==> src/rtl/bytemove_pkg.sv <==
package bytemove_pkg;

  // Source endpoint codes (instruction bits 2:0)
  typedef enum logic [2:0] {
    SRC_PC  = 3'd0,
    SRC_ADR = 3'd1,
    SRC_MEM = 3'd2,
    SRC_IMM = 3'd3,
    SRC_ALU = 3'd4,
    SRC_GI  = 3'd5,
    SRC_GJ  = 3'd6,
    SRC_GK  = 3'd7
  } src_e;

  // Destination endpoint codes (instruction bits 5:3)
  typedef enum logic [2:0] {
    DST_PC  = 3'd0,
    DST_ADR = 3'd1,
    DST_MEM = 3'd2,
    DST_OPA = 3'd3,
    DST_OPB = 3'd4,
    DST_GI  = 3'd5,
    DST_GJ  = 3'd6,
    DST_GK  = 3'd7
  } dst_e;

  typedef enum logic [2:0] {
    FN_ADD   = 3'd0,
    FN_AND   = 3'd1,
    FN_OR    = 3'd2,
    FN_XOR   = 3'd3,
    FN_PASSA = 3'd4,
    FN_PASSB = 3'd5,
    FN_ZLO   = 3'd6,
    FN_ZHI   = 3'd7
  } fn_e;

  typedef enum logic [2:0] {
    TS_AZ   = 3'd0,
    TS_BZ   = 3'd1,
    TS_AGT  = 3'd2,
    TS_AEQ  = 3'd3,
    TS_ALT  = 3'd4,
    TS_BLSB = 3'd5,
    TS_BMSB = 3'd6,
    TS_NEV  = 3'd7
  } tst_e;

  typedef enum logic [1:0] {
    BS_REG   = 2'd0,
    BS_CTLHI = 2'd1,
    BS_SHR   = 2'd2,
    BS_SHL   = 2'd3
  } bsel_e;

  localparam int GP_COUNT = 3;
  localparam int GP_BASE  = 5;
  localparam int IMM_BITS = 7;

  typedef struct packed {
    logic          is_imm;
    logic [6:0]    imm7;
    logic          cond;
    dst_e          dst;
    src_e          src;
    logic          halt;
  } op_t;

endpackage

==> src/rtl/bytemove_decode.sv <==
module bytemove_decode
  import bytemove_pkg::*;
(
  input  logic [7:0] code,
  output op_t        op
);

  always_comb begin
    op.is_imm = code[7];
    op.imm7   = code[6:0];
    op.cond   = code[6];
    op.dst    = dst_e'(code[5:3]);
    op.src    = src_e'(code[2:0]);
    // stop code: transfer PC -> PC, conditional bit ignored
    op.halt   = ~code[7] & (code[5:0] == 6'd0);
  end

endmodule

==> src/rtl/bytemove_alu.sv <==
module bytemove_alu
  import bytemove_pkg::*;
#(
  parameter int DATA_W = 32
) (
  input  logic [DATA_W-1:0] opa,
  input  logic [DATA_W-1:0] opb,
  input  logic [DATA_W-1:0] ctl,
  output logic [DATA_W-1:0] res,
  output logic              pred
);

  localparam int MSB = DATA_W - 1;

  fn_e                fn;
  tst_e               tst;
  bsel_e              bsel;
  logic               inv;
  logic               cin;
  logic [DATA_W-1:0]  bpre;
  logic [DATA_W-1:0]  beff;

  assign fn   = fn_e'(ctl[2:0]);
  assign tst  = tst_e'(ctl[2:0]);
  assign inv  = ctl[3];
  assign cin  = ctl[4];
  assign bsel = bsel_e'(ctl[6:5]);

  // operand B pre-step
  always_comb begin
    case (bsel)
      BS_REG:   bpre = opb;
      BS_CTLHI: bpre = ctl >> IMM_BITS;
      BS_SHR:   bpre = opb >> 1;
      default:  bpre = opb << 1;
    endcase
    beff = inv ? ~bpre : bpre;
  end

  // data function
  always_comb begin
    case (fn)
      FN_ADD:   res = opa + beff + {{(DATA_W-1){1'b0}}, cin};
      FN_AND:   res = opa & beff;
      FN_OR:    res = opa | beff;
      FN_XOR:   res = opa ^ beff;
      FN_PASSA: res = opa;
      FN_PASSB: res = beff;
      default:  res = '0;
    endcase
  end

  // test predicate
  always_comb begin
    case (tst)
      TS_AZ:   pred = (opa == '0);
      TS_BZ:   pred = (beff == '0);
      TS_AGT:  pred = (opa > beff);
      TS_AEQ:  pred = (opa == beff);
      TS_ALT:  pred = (opa < beff);
      TS_BLSB: pred = beff[0];
      TS_BMSB: pred = beff[MSB];
      default: pred = 1'b0;
    endcase
  end

endmodule

==> src/rtl/bytemove_regs.sv <==
module bytemove_regs
  import bytemove_pkg::*;
#(
  parameter int DATA_W = 32
) (
  input  logic                             clk,
  input  logic                             rst_n,
  input  logic                             step,
  input  logic                             is_imm,
  input  logic [6:0]                       imm7,
  input  logic                             wr_en,
  input  dst_e                             dst,
  input  logic [DATA_W-1:0]                wdata,
  output logic [DATA_W-1:0]                adr,
  output logic [DATA_W-1:0]                opa,
  output logic [DATA_W-1:0]                opb,
  output logic [DATA_W-1:0]                imm,
  output logic [GP_COUNT-1:0][DATA_W-1:0]  gp
);

  localparam int KEEP = DATA_W - IMM_BITS;

  logic              run_q;
  logic [DATA_W-1:0] imm_q;
  logic [DATA_W-1:0] adr_q;
  logic [DATA_W-1:0] opa_q;
  logic [DATA_W-1:0] opb_q;

  // immediate builder: a run of high-bit bytes accumulates 7 bits each
  always_ff @(posedge clk) begin
    if (!rst_n) begin
      imm_q <= '0;
      run_q <= 1'b0;
    end else if (step) begin
      if (is_imm) begin
        imm_q <= run_q ? {imm_q[KEEP-1:0], imm7} : DATA_W'(imm7);
        run_q <= 1'b1;
      end else begin
        run_q <= 1'b0;
      end
    end
  end


  imm_chain_chk: assert property (@(posedge clk) disable iff (!rst_n)
    step && is_imm && run_q |=> imm_q == {$past(imm_q[KEEP-1:0]), $past(imm7)});


  imm_restart_chk: assert property (@(posedge clk) disable iff (!rst_n)
    step && is_imm && !run_q |=> imm_q == DATA_W'($past(imm7)));

  // address register and ALU operands
  always_ff @(posedge clk) begin
    if (!rst_n) begin
      adr_q <= '0;
      opa_q <= '0;
      opb_q <= '0;
    end else if (step && !is_imm && wr_en) begin
      case (dst)
        DST_ADR: adr_q <= wdata;
        DST_OPA: opa_q <= wdata;
        DST_OPB: opb_q <= wdata;
        default: ;
      endcase
    end
  end

  // general registers I, J, K
  for (genvar g = 0; g < GP_COUNT; g++) begin : g_gp
    localparam dst_e MY_DST = dst_e'(3'(GP_BASE + g));
    logic [DATA_W-1:0] q;
    always_ff @(posedge clk) begin
      if (!rst_n)
        q <= '0;
      else if (step && !is_imm && wr_en && dst == MY_DST)
        q <= wdata;
    end
    assign gp[g] = q;
  end

  assign adr = adr_q;
  assign opa = opa_q;
  assign opb = opb_q;
  assign imm = imm_q;

endmodule

==> src/rtl/bytemove_core.sv <==
module bytemove_core
  import bytemove_pkg::*;
#(
  parameter int DATA_W  = 32,
  parameter int IADDR_W = 8,
  parameter int DADDR_W = 8
) (
  input  logic               clk,
  input  logic               rst_n,
  output logic [IADDR_W-1:0] imem_addr,
  input  logic [7:0]         imem_data,
  input  logic               imem_valid,
  output logic               imem_ready,
  output logic [DADDR_W-1:0] dmem_addr,
  output logic [DATA_W-1:0]  dmem_wdata,
  output logic               dmem_we,
  input  logic [DATA_W-1:0]  dmem_rdata,
  output logic               halted
);

  logic [DATA_W-1:0]                pc_q;
  logic                             halted_q;
  logic                             fire;
  logic                             do_move;
  logic                             reg_we;
  op_t                              op;
  logic [DATA_W-1:0]                srcv;
  logic [DATA_W-1:0]                adr;
  logic [DATA_W-1:0]                opa;
  logic [DATA_W-1:0]                opb;
  logic [DATA_W-1:0]                imm;
  logic [GP_COUNT-1:0][DATA_W-1:0]  gp;
  logic [DATA_W-1:0]                alu_y;
  logic                             pred;

  assign imem_ready = ~halted_q;
  assign fire       = imem_valid & imem_ready;
  assign imem_addr  = pc_q[IADDR_W-1:0];
  assign halted     = halted_q;

  bytemove_decode u_dec (
    .code (imem_data),
    .op   (op)
  );

  bytemove_alu #(.DATA_W(DATA_W)) u_alu (
    .opa  (opa),
    .opb  (opb),
    .ctl  (imm),
    .res  (alu_y),
    .pred (pred)
  );

  assign do_move = ~op.cond | pred;
  assign reg_we  = do_move & ~op.halt;

  // source endpoint mux
  always_comb begin
    case (op.src)
      SRC_PC:  srcv = pc_q;
      SRC_ADR: srcv = adr;
      SRC_MEM: srcv = dmem_rdata;
      SRC_IMM: srcv = imm;
      SRC_ALU: srcv = alu_y;
      SRC_GI:  srcv = gp[0];
      SRC_GJ:  srcv = gp[1];
      default: srcv = gp[2];
    endcase
  end

  bytemove_regs #(.DATA_W(DATA_W)) u_regs (
    .clk    (clk),
    .rst_n  (rst_n),
    .step   (fire),
    .is_imm (op.is_imm),
    .imm7   (op.imm7),
    .wr_en  (reg_we),
    .dst    (op.dst),
    .wdata  (srcv),
    .adr    (adr),
    .opa    (opa),
    .opb    (opb),
    .imm    (imm),
    .gp     (gp)
  );

  // data RAM port
  assign dmem_addr  = adr[DADDR_W-1:0];
  assign dmem_wdata = srcv;
  assign dmem_we    = fire & ~op.is_imm & (op.dst == DST_MEM) & do_move;

  // program counter and stop state
  always_ff @(posedge clk) begin
    if (!rst_n) begin
      pc_q     <= '0;
      halted_q <= 1'b0;
    end else if (fire) begin
      if (op.is_imm)
        pc_q <= pc_q + 1'b1;
      else if (op.halt)
        halted_q <= 1'b1;
      else if (op.dst == DST_PC && do_move)
        pc_q <= srcv;
      else
        pc_q <= pc_q + 1'b1;
    end
  end


  hold_when_idle_chk: assert property (@(posedge clk) disable iff (!rst_n)
    !imem_valid && !halted_q |=> $stable(imem_addr));


  write_needs_accept_chk: assert property (@(posedge clk) disable iff (!rst_n)
    dmem_we |-> imem_valid && imem_ready);


  jump_target_chk: assert property (@(posedge clk) disable iff (!rst_n)
    fire && !op.is_imm && !op.halt && op.dst == DST_PC && do_move
    |=> pc_q == $past(srcv));


  fallthrough_chk: assert property (@(posedge clk) disable iff (!rst_n)
    fire && !op.is_imm && !op.halt && op.cond && op.dst == DST_PC && !pred
    |=> imem_addr == IADDR_W'($past(imem_addr) + 1'b1));


  freeze_after_halt_chk: assert property (@(posedge clk) disable iff (!rst_n)
    halted_q |=> $stable(imem_addr) && !dmem_we && !imem_ready);

endmodule

==> config.mk <==
export PLATFORM = sky130hd
export DESIGN_NAME = bytemove_core
export DESIGN_NICKNAME = d
export VERILOG_FILES = /design/src/rtl/bytemove_pkg.sv /design/src/rtl/bytemove_decode.sv /design/src/rtl/bytemove_alu.sv /design/src/rtl/bytemove_regs.sv /design/src/rtl/bytemove_core.sv
export SDC_FILE = /design/constraint.sdc
export NUM_CORES = 1
export LEC_CHECK = 0
export ABC_AREA = 1
export BUFFER_PORTS_ARGS = -buffer_cell sky130_fd_sc_hd__buf_2
export CAP_MARGIN = 15
export CORE_MARGIN = 8
export CORE_UTILIZATION = 50
export DETAILED_ROUTE_END_ITERATION = 7
export GPL_ROUTABILITY_DRIVEN = 0
export MAX_ROUTING_LAYER = met4
export PLACE_DENSITY = 0.77
export SLEW_MARGIN = 20
export SYNTH_ARGS = -nofsm -noshare
export SYNTH_HDL_FRONTEND = slang
export SYNTH_HIERARCHICAL = 1
export SYNTH_SLANG_ARGS = --single-unit
==> constraint.sdc <==
create_clock -name clk -period 8.24 [get_ports clk]
set_input_delay 1.236 -clock clk [delete_from_list [all_inputs] [get_ports clk]]
set_output_delay 1.236 -clock clk [all_outputs]
set_load 0.05 [all_outputs]
**Word-level counts from Yosys, hierarchy flattened**

Cells that the tools add are included.

- Word-level logic and storage cells: 83
- Memory bits (writable): 0
- Output and inout bits: 51
- Bits in latches: 0
- Bits in read-only memories: 0
- Input port bits: 43
- Flip-flop bits (word level): 258
- Memories: 0

- $mul: 0
- Order comparisons: 2
- Equal/unequal tests: 23
- $add $sub $neg: 3
- Muxes and demuxes: 10
- Shift-type cells: 0
- Div/mod/pow operators: 0
- Reduce and logical (&&, ||, !) cells: 20
- Bitwise logic cells: 15

Operator list:

| kind | number |
|---|---|
| 32-bit case mux with 7 select lines | 1 |
| 32-bit case mux with 6 select lines | 1 |
| 32-bit 2-to-1 mux | 5 |
| 32-bit case mux with 3 select lines | 1 |
| 32-bit logical NOT | 2 |
| 32-bit by 1-bit adder with 32-bit output | 1 |
| 32-bit by 1-bit adder with 32-bit output, second input constant | 1 |
| 32-bit adder | 1 |
| 32-bit AND | 1 |
| 32-bit == test | 1 |
| 32-bit greater-than comparator | 1 |
| 32-bit less-than comparator | 1 |
| 32-bit NOT | 1 |
| 32-bit bitwise OR | 1 |
| 32-bit XOR | 1 |
| 3-bit == test, second input constant | 10 |
| 3-bit by 2-bit == test with 1-bit output, second input constant | 6 |
| 2-bit AND reduction | 5 |
| 3-bit by 1-bit == test with 1-bit output, second input constant | 3 |
| 3-bit logical NOT | 3 |
| 1-bit case mux with 7 select lines | 1 |
| 1-bit AND | 6 |
| 1-bit logical AND | 6 |
| 6-bit logical NOT | 1 |
| 9 further kinds | 12 |

**Longest topological paths before layout**

- Depth after elaboration: 11
- Gate-level depth with buffers: 32
- Depth with buffers taken out: 31

**By module**

The synthesis kept the hierarchy.

By module, submodules not included:

| module | area an instance (µm²) | seq. area each (µm²) | instances | cells an instance |
|---|---|---|---|---|
| bytemove_regs | 8742.1 | 4504.3 | 1 | 1242 |
| bytemove_alu | 5497.8 | 0.0 | 1 | 1025 |
| bytemove_core | 4748.3 | 660.6 | 1 | 962 |
| bytemove_decode | 138.9 | 0.0 | 1 | 22 |

**Least setup slack after synthesis**

OpenSTA, ideal clock, no wires.

- Kind: flip-flop to output port
- Start: register u_regs.imm_q[5], in the netlist u_regs/imm[5]
- End: output port dmem_wdata[20]
- Arrival: 4.515 ns
- Data required time: 7.004 ns
- Setup slack: 2.489 ns
- Stages on the path, launching flop included: 22
- Path buffers: 1
- Cell sequence: dfxtp_1 > inv_2 > nor2_2 > buf_2 > nand2_1 > o211ai_2 > xor2_2 > fa_1 > fa_1 > o21ai_0 > a21oi_1 > o21ai_2 > a21boi_0 > o21ai_0 > nand2_1 > nand3_1 > nand3_1 > o211ai_1 > nand3_1 > nand2_1 > nor2_1 > a21boi_0

- Longest elaborated chain between the ends: 8
- Elaborated cells on any way between the ends: 13
- Classes of those cells: 2 x add/sub; 2 x eq/ne; 4 x mux; 4 x bitwise; 1 x reduce/logical

RTL lines:

| item | line | text |
|---|---|---|
| from (decl) | bytemove_regs.sv:24 | `logic [DATA_W-1:0] imm_q;` |
| from (signal assigned) | bytemove_regs.sv:36 | `imm_q <= run_q ? {imm_q[KEEP-1:0], imm7} : DATA_W'(imm7);` |
| 2-bit == test (tied with other cells) | bytemove_alu.sv:31 | `case (bsel)` |
| 32-bit case mux with 3 select lines * | bytemove_alu.sv:31 |  |
| 32-bit NOT | bytemove_alu.sv:37 | `beff = inv ? ~bpre : bpre;` |
| 32-bit 2-to-1 mux * | bytemove_alu.sv:37 |  |
| 32-bit adder | bytemove_alu.sv:43 | `FN_ADD: res = opa + beff + {{(DATA_W-1){1'b0}}, cin};` |
| 32-bit by 1-bit adder with 32-bit output | bytemove_alu.sv:43 |  |
| 32-bit case mux with 6 select lines * | bytemove_alu.sv:42 | `case (fn)` |
| via alu_y[20] | bytemove_core.sv:33 | `logic [DATA_W-1:0] alu_y;` |
| 32-bit case mux with 7 select lines * | bytemove_core.sv:59 | `case (op.src)` |
| to (decl) | bytemove_core.sv:15 | `output logic [DATA_W-1:0] dmem_wdata,` |

The timed path passes the listed nets; every way through them passes the cells marked *.

**Worst setup path in the final report**

Same ends and word-level chain as after synthesis.

==> results.yml <==
run_status:
  status: "completed"
cts:
  cts_made_buffers: 28
  clk_latency_ns: 0.57
  cts_tree: "done"
  cts_hold_buf: 0
  clockRootBuffer: "clkbuf_16"
  clkTransAtPathRegs_ns: 0.06
  clk_path_buf_depth: 3
  htree_levels: 1
  cts_resized: 0
  post_cts_buffers: 0
  cts.sinks: 258
timing:
  setup_tns_ns: 0
  hold_slack_ns: 0.481
  fmax_mhz: 137
  finalClockSkew_ns: 0.0194
  min_period_ns: 7.29
  hold_viol_final: 0
  finalSetupViolations: 0
  setup_slack_ns: 0.946
  rsz0062_at_grt: "no"
  worstMarginPinSlew_ns: 1.10
  fin_crit_sh_pct: 88.5
  drv_slew: 0
  slew-limit-headroom_pct: 26.4
worst_setup_path:
  crit_type: "reg -> out"
  path_delay_family: "compound AO/OA/AOI/OAI gates"
  cp-end-kind: "primary output"
  worstSetupPathDepth: 21
  cp_num_buf_inv: 2
  critPathMaxFanout: 15
  crit_start: "u_regs/imm[5]"
  arrival_ns: 6.06
  slowest_stage: "dfxtp_1"
  cpPeakStageDelay_ns: 0.63
  start_kind: "register"
  r2r-start: "u_regs/imm[5]"
  ff2ff_path_depth: 25
  worstPathCellList: "inv_2 > nor2_2 > nand2_1 > o211ai_2 > xor2_2 > fa_1 > fa_1 > o21ai_0 > a21oi_1 > o21ai_2 > a21boi_0 > o21ai_0 > nand2_1 > nand3_1 > nand3_1 > o211ai_1 > nand3_1 > nand2_1 > nor2_1 > a21boi_0 > buf_2"
  cp.required_ns: 7.00
global_route:
  grt_pass1_wl_mm: 103
  antenna_found_initial: 0
  grt_max_degree: 110
  grt-ovfl-total: 0
  grt_pass1_vias: 19100
  track_usage_pct: 29.1
floorplan:
  die_h_um: 212
  core_um2: 37700
  die_area_um2: 44800
  row_count: 71
  die_w_um: 212
  pin_count: 94
  floorplan.initialDensity_pct: 50.8
logic_synthesis:
  synth_nets: 3370
  ys_seq_area_share_pct: 27.0
  synth_edf_count: 0
  syn_area_um2: 19100
  ys_warn_count: 6
  ys_ff_latch: 258
  synth.area.top_cells: "dfxtp_1, nand2_1, nor2_1"
  async_flop_share_pct: 0
  ys_types: 52
  synth_top_cell_area_share_pct: 27.0
  synth-main-ff-cell: "dfxtp_1"
  synth_area_leader_cell: "dfxtp_1"
  syn-mean-instance-area_um2: 5.88
  syn_inst: 3251
hold_path:
  hold_class: "reg -> reg"
  hp-start: "u_regs/g_gp[2].q[28]"
  hold_depth: 2
layout:
  finalNonFillerCells: 3744
  area_delta_synth_final_pct: 6.61
  final_common_cell: "nand2_1"
  design_area_um2: 20400
  drive_above_1_share_pct: 7.02
  nets: 3333
  final_cell_mix: "nand2_1, nor2_1, nand3_1"
  antenna_cells: 0
pwr:
  power.leakage_nw: 8.96
  irDropWorstVdd_uv: 170
  power_density_nw_per_um2: 157
drt:
  ant_nets: 0
  initialDrtViolationCount: 2888
  drt_pass1_iterations: 6
  num_vias: 21400
  vias_per_cell: 5.72
  wirelength_mm: 65.8
  drc: 0
  drt-wirelength-per-cell_um: 17.6
job:
  cap_violations: 0
placed_design:
  dp_slack_ns: 1.73
  placed_area_um2: 19500
  dp_hpwl_mm: 47.4
  dp.cells: 3695
  numPortBuffers: 93
-- worst min-delay path: cells and delay by family (launching register included) --
family	cells	cell delay [ns]
AND/OR/NAND/NOR	2	0.13
flip-flops	1	0.32
-- sequential cells by signal, indices dropped and copies added, names as in the netlist --
signal and flops:
u_regs/g_gp.q 96, pc_q 32, u_regs/adr 32, u_regs/imm 32, u_regs/opa 32, u_regs/opb 32, halted 1, u_regs/run_q 1
-- area by class of cell --
cell class                 instances  area, um^2
clock buffer                      44         812
clock inverter                     5        82.6
fill                            3994       17300
inverter                         270        1010
multi-input combinational       2531       12000
sequential                       258        5160
tap                              511         639
timing repair buffer             125         712
-- per-layer routing --
| metal | global-route usage [%] | wire length [um] |
|---|---|---|
| met3 | 3.86 | 7070 |
| met1 | 39.0 | 27500 |
| met4 | 12.3 | 2890 |
| met2 | 43.7 | 28400 |
| met5 | - | 0 |
-- worst paths after layout --
path,to,slack (ns)
hold / removal,u_regs/g_gp[2].q[28],0.48
setup / recovery,dmem_wdata[20],0.95
setup reg to reg,u_regs/g_gp[2].q[29],1.95
hold reg to reg,u_regs/g_gp[2].q[28],0.48
-- cell families after synthesis --
logic type,count (synthesis),share of synthesized area (%)
adder cells (fa/ha/maj),76,5.05
XOR/XNOR,23,1.09
AND/OR/NAND/NOR,2100,45.8
flip-flops,258,27.0
AO/OA/AOI/OAI,332,10.4
buffers and inverters,462,10.7
-- power breakdown --
group,switching (W),total (W),internal [W]
logic,0.000469,0.000633,0.000164
clock network,0.000535,0.00127,0.000735
registers,0.0000310,0.00131,0.00127
-- synth_stat cells (9+ instances only) --
cell	count
nor3_1	11
o2111ai_1	10
nor2_1	629
o221ai_1	9
o21ai_0	74
buf_4	53
nand4_1	78
inv_2	15
o22ai_1	21
inv_1	251
buf_1	12
o211ai_1	18
dfxtp_1	258
nand2_1	949
xor2_1	21
ha_1	74
clkbuf_1	59
a221oi_1	22
nor2_2	16
a21oi_1	141
nand3_1	371
buf_2	64
-- stage by stage --
stage                     power (W)  util (%)
after CTS                   0.00319      54.1
after detailed placement    0.00195      51.8
after floorplan             0.00178         -
after global placement      0.00194      51.8
final                       0.00321      54.1
after global routing        0.00332      54.1
Note: power is estimated with default switching activity, not from simulation.
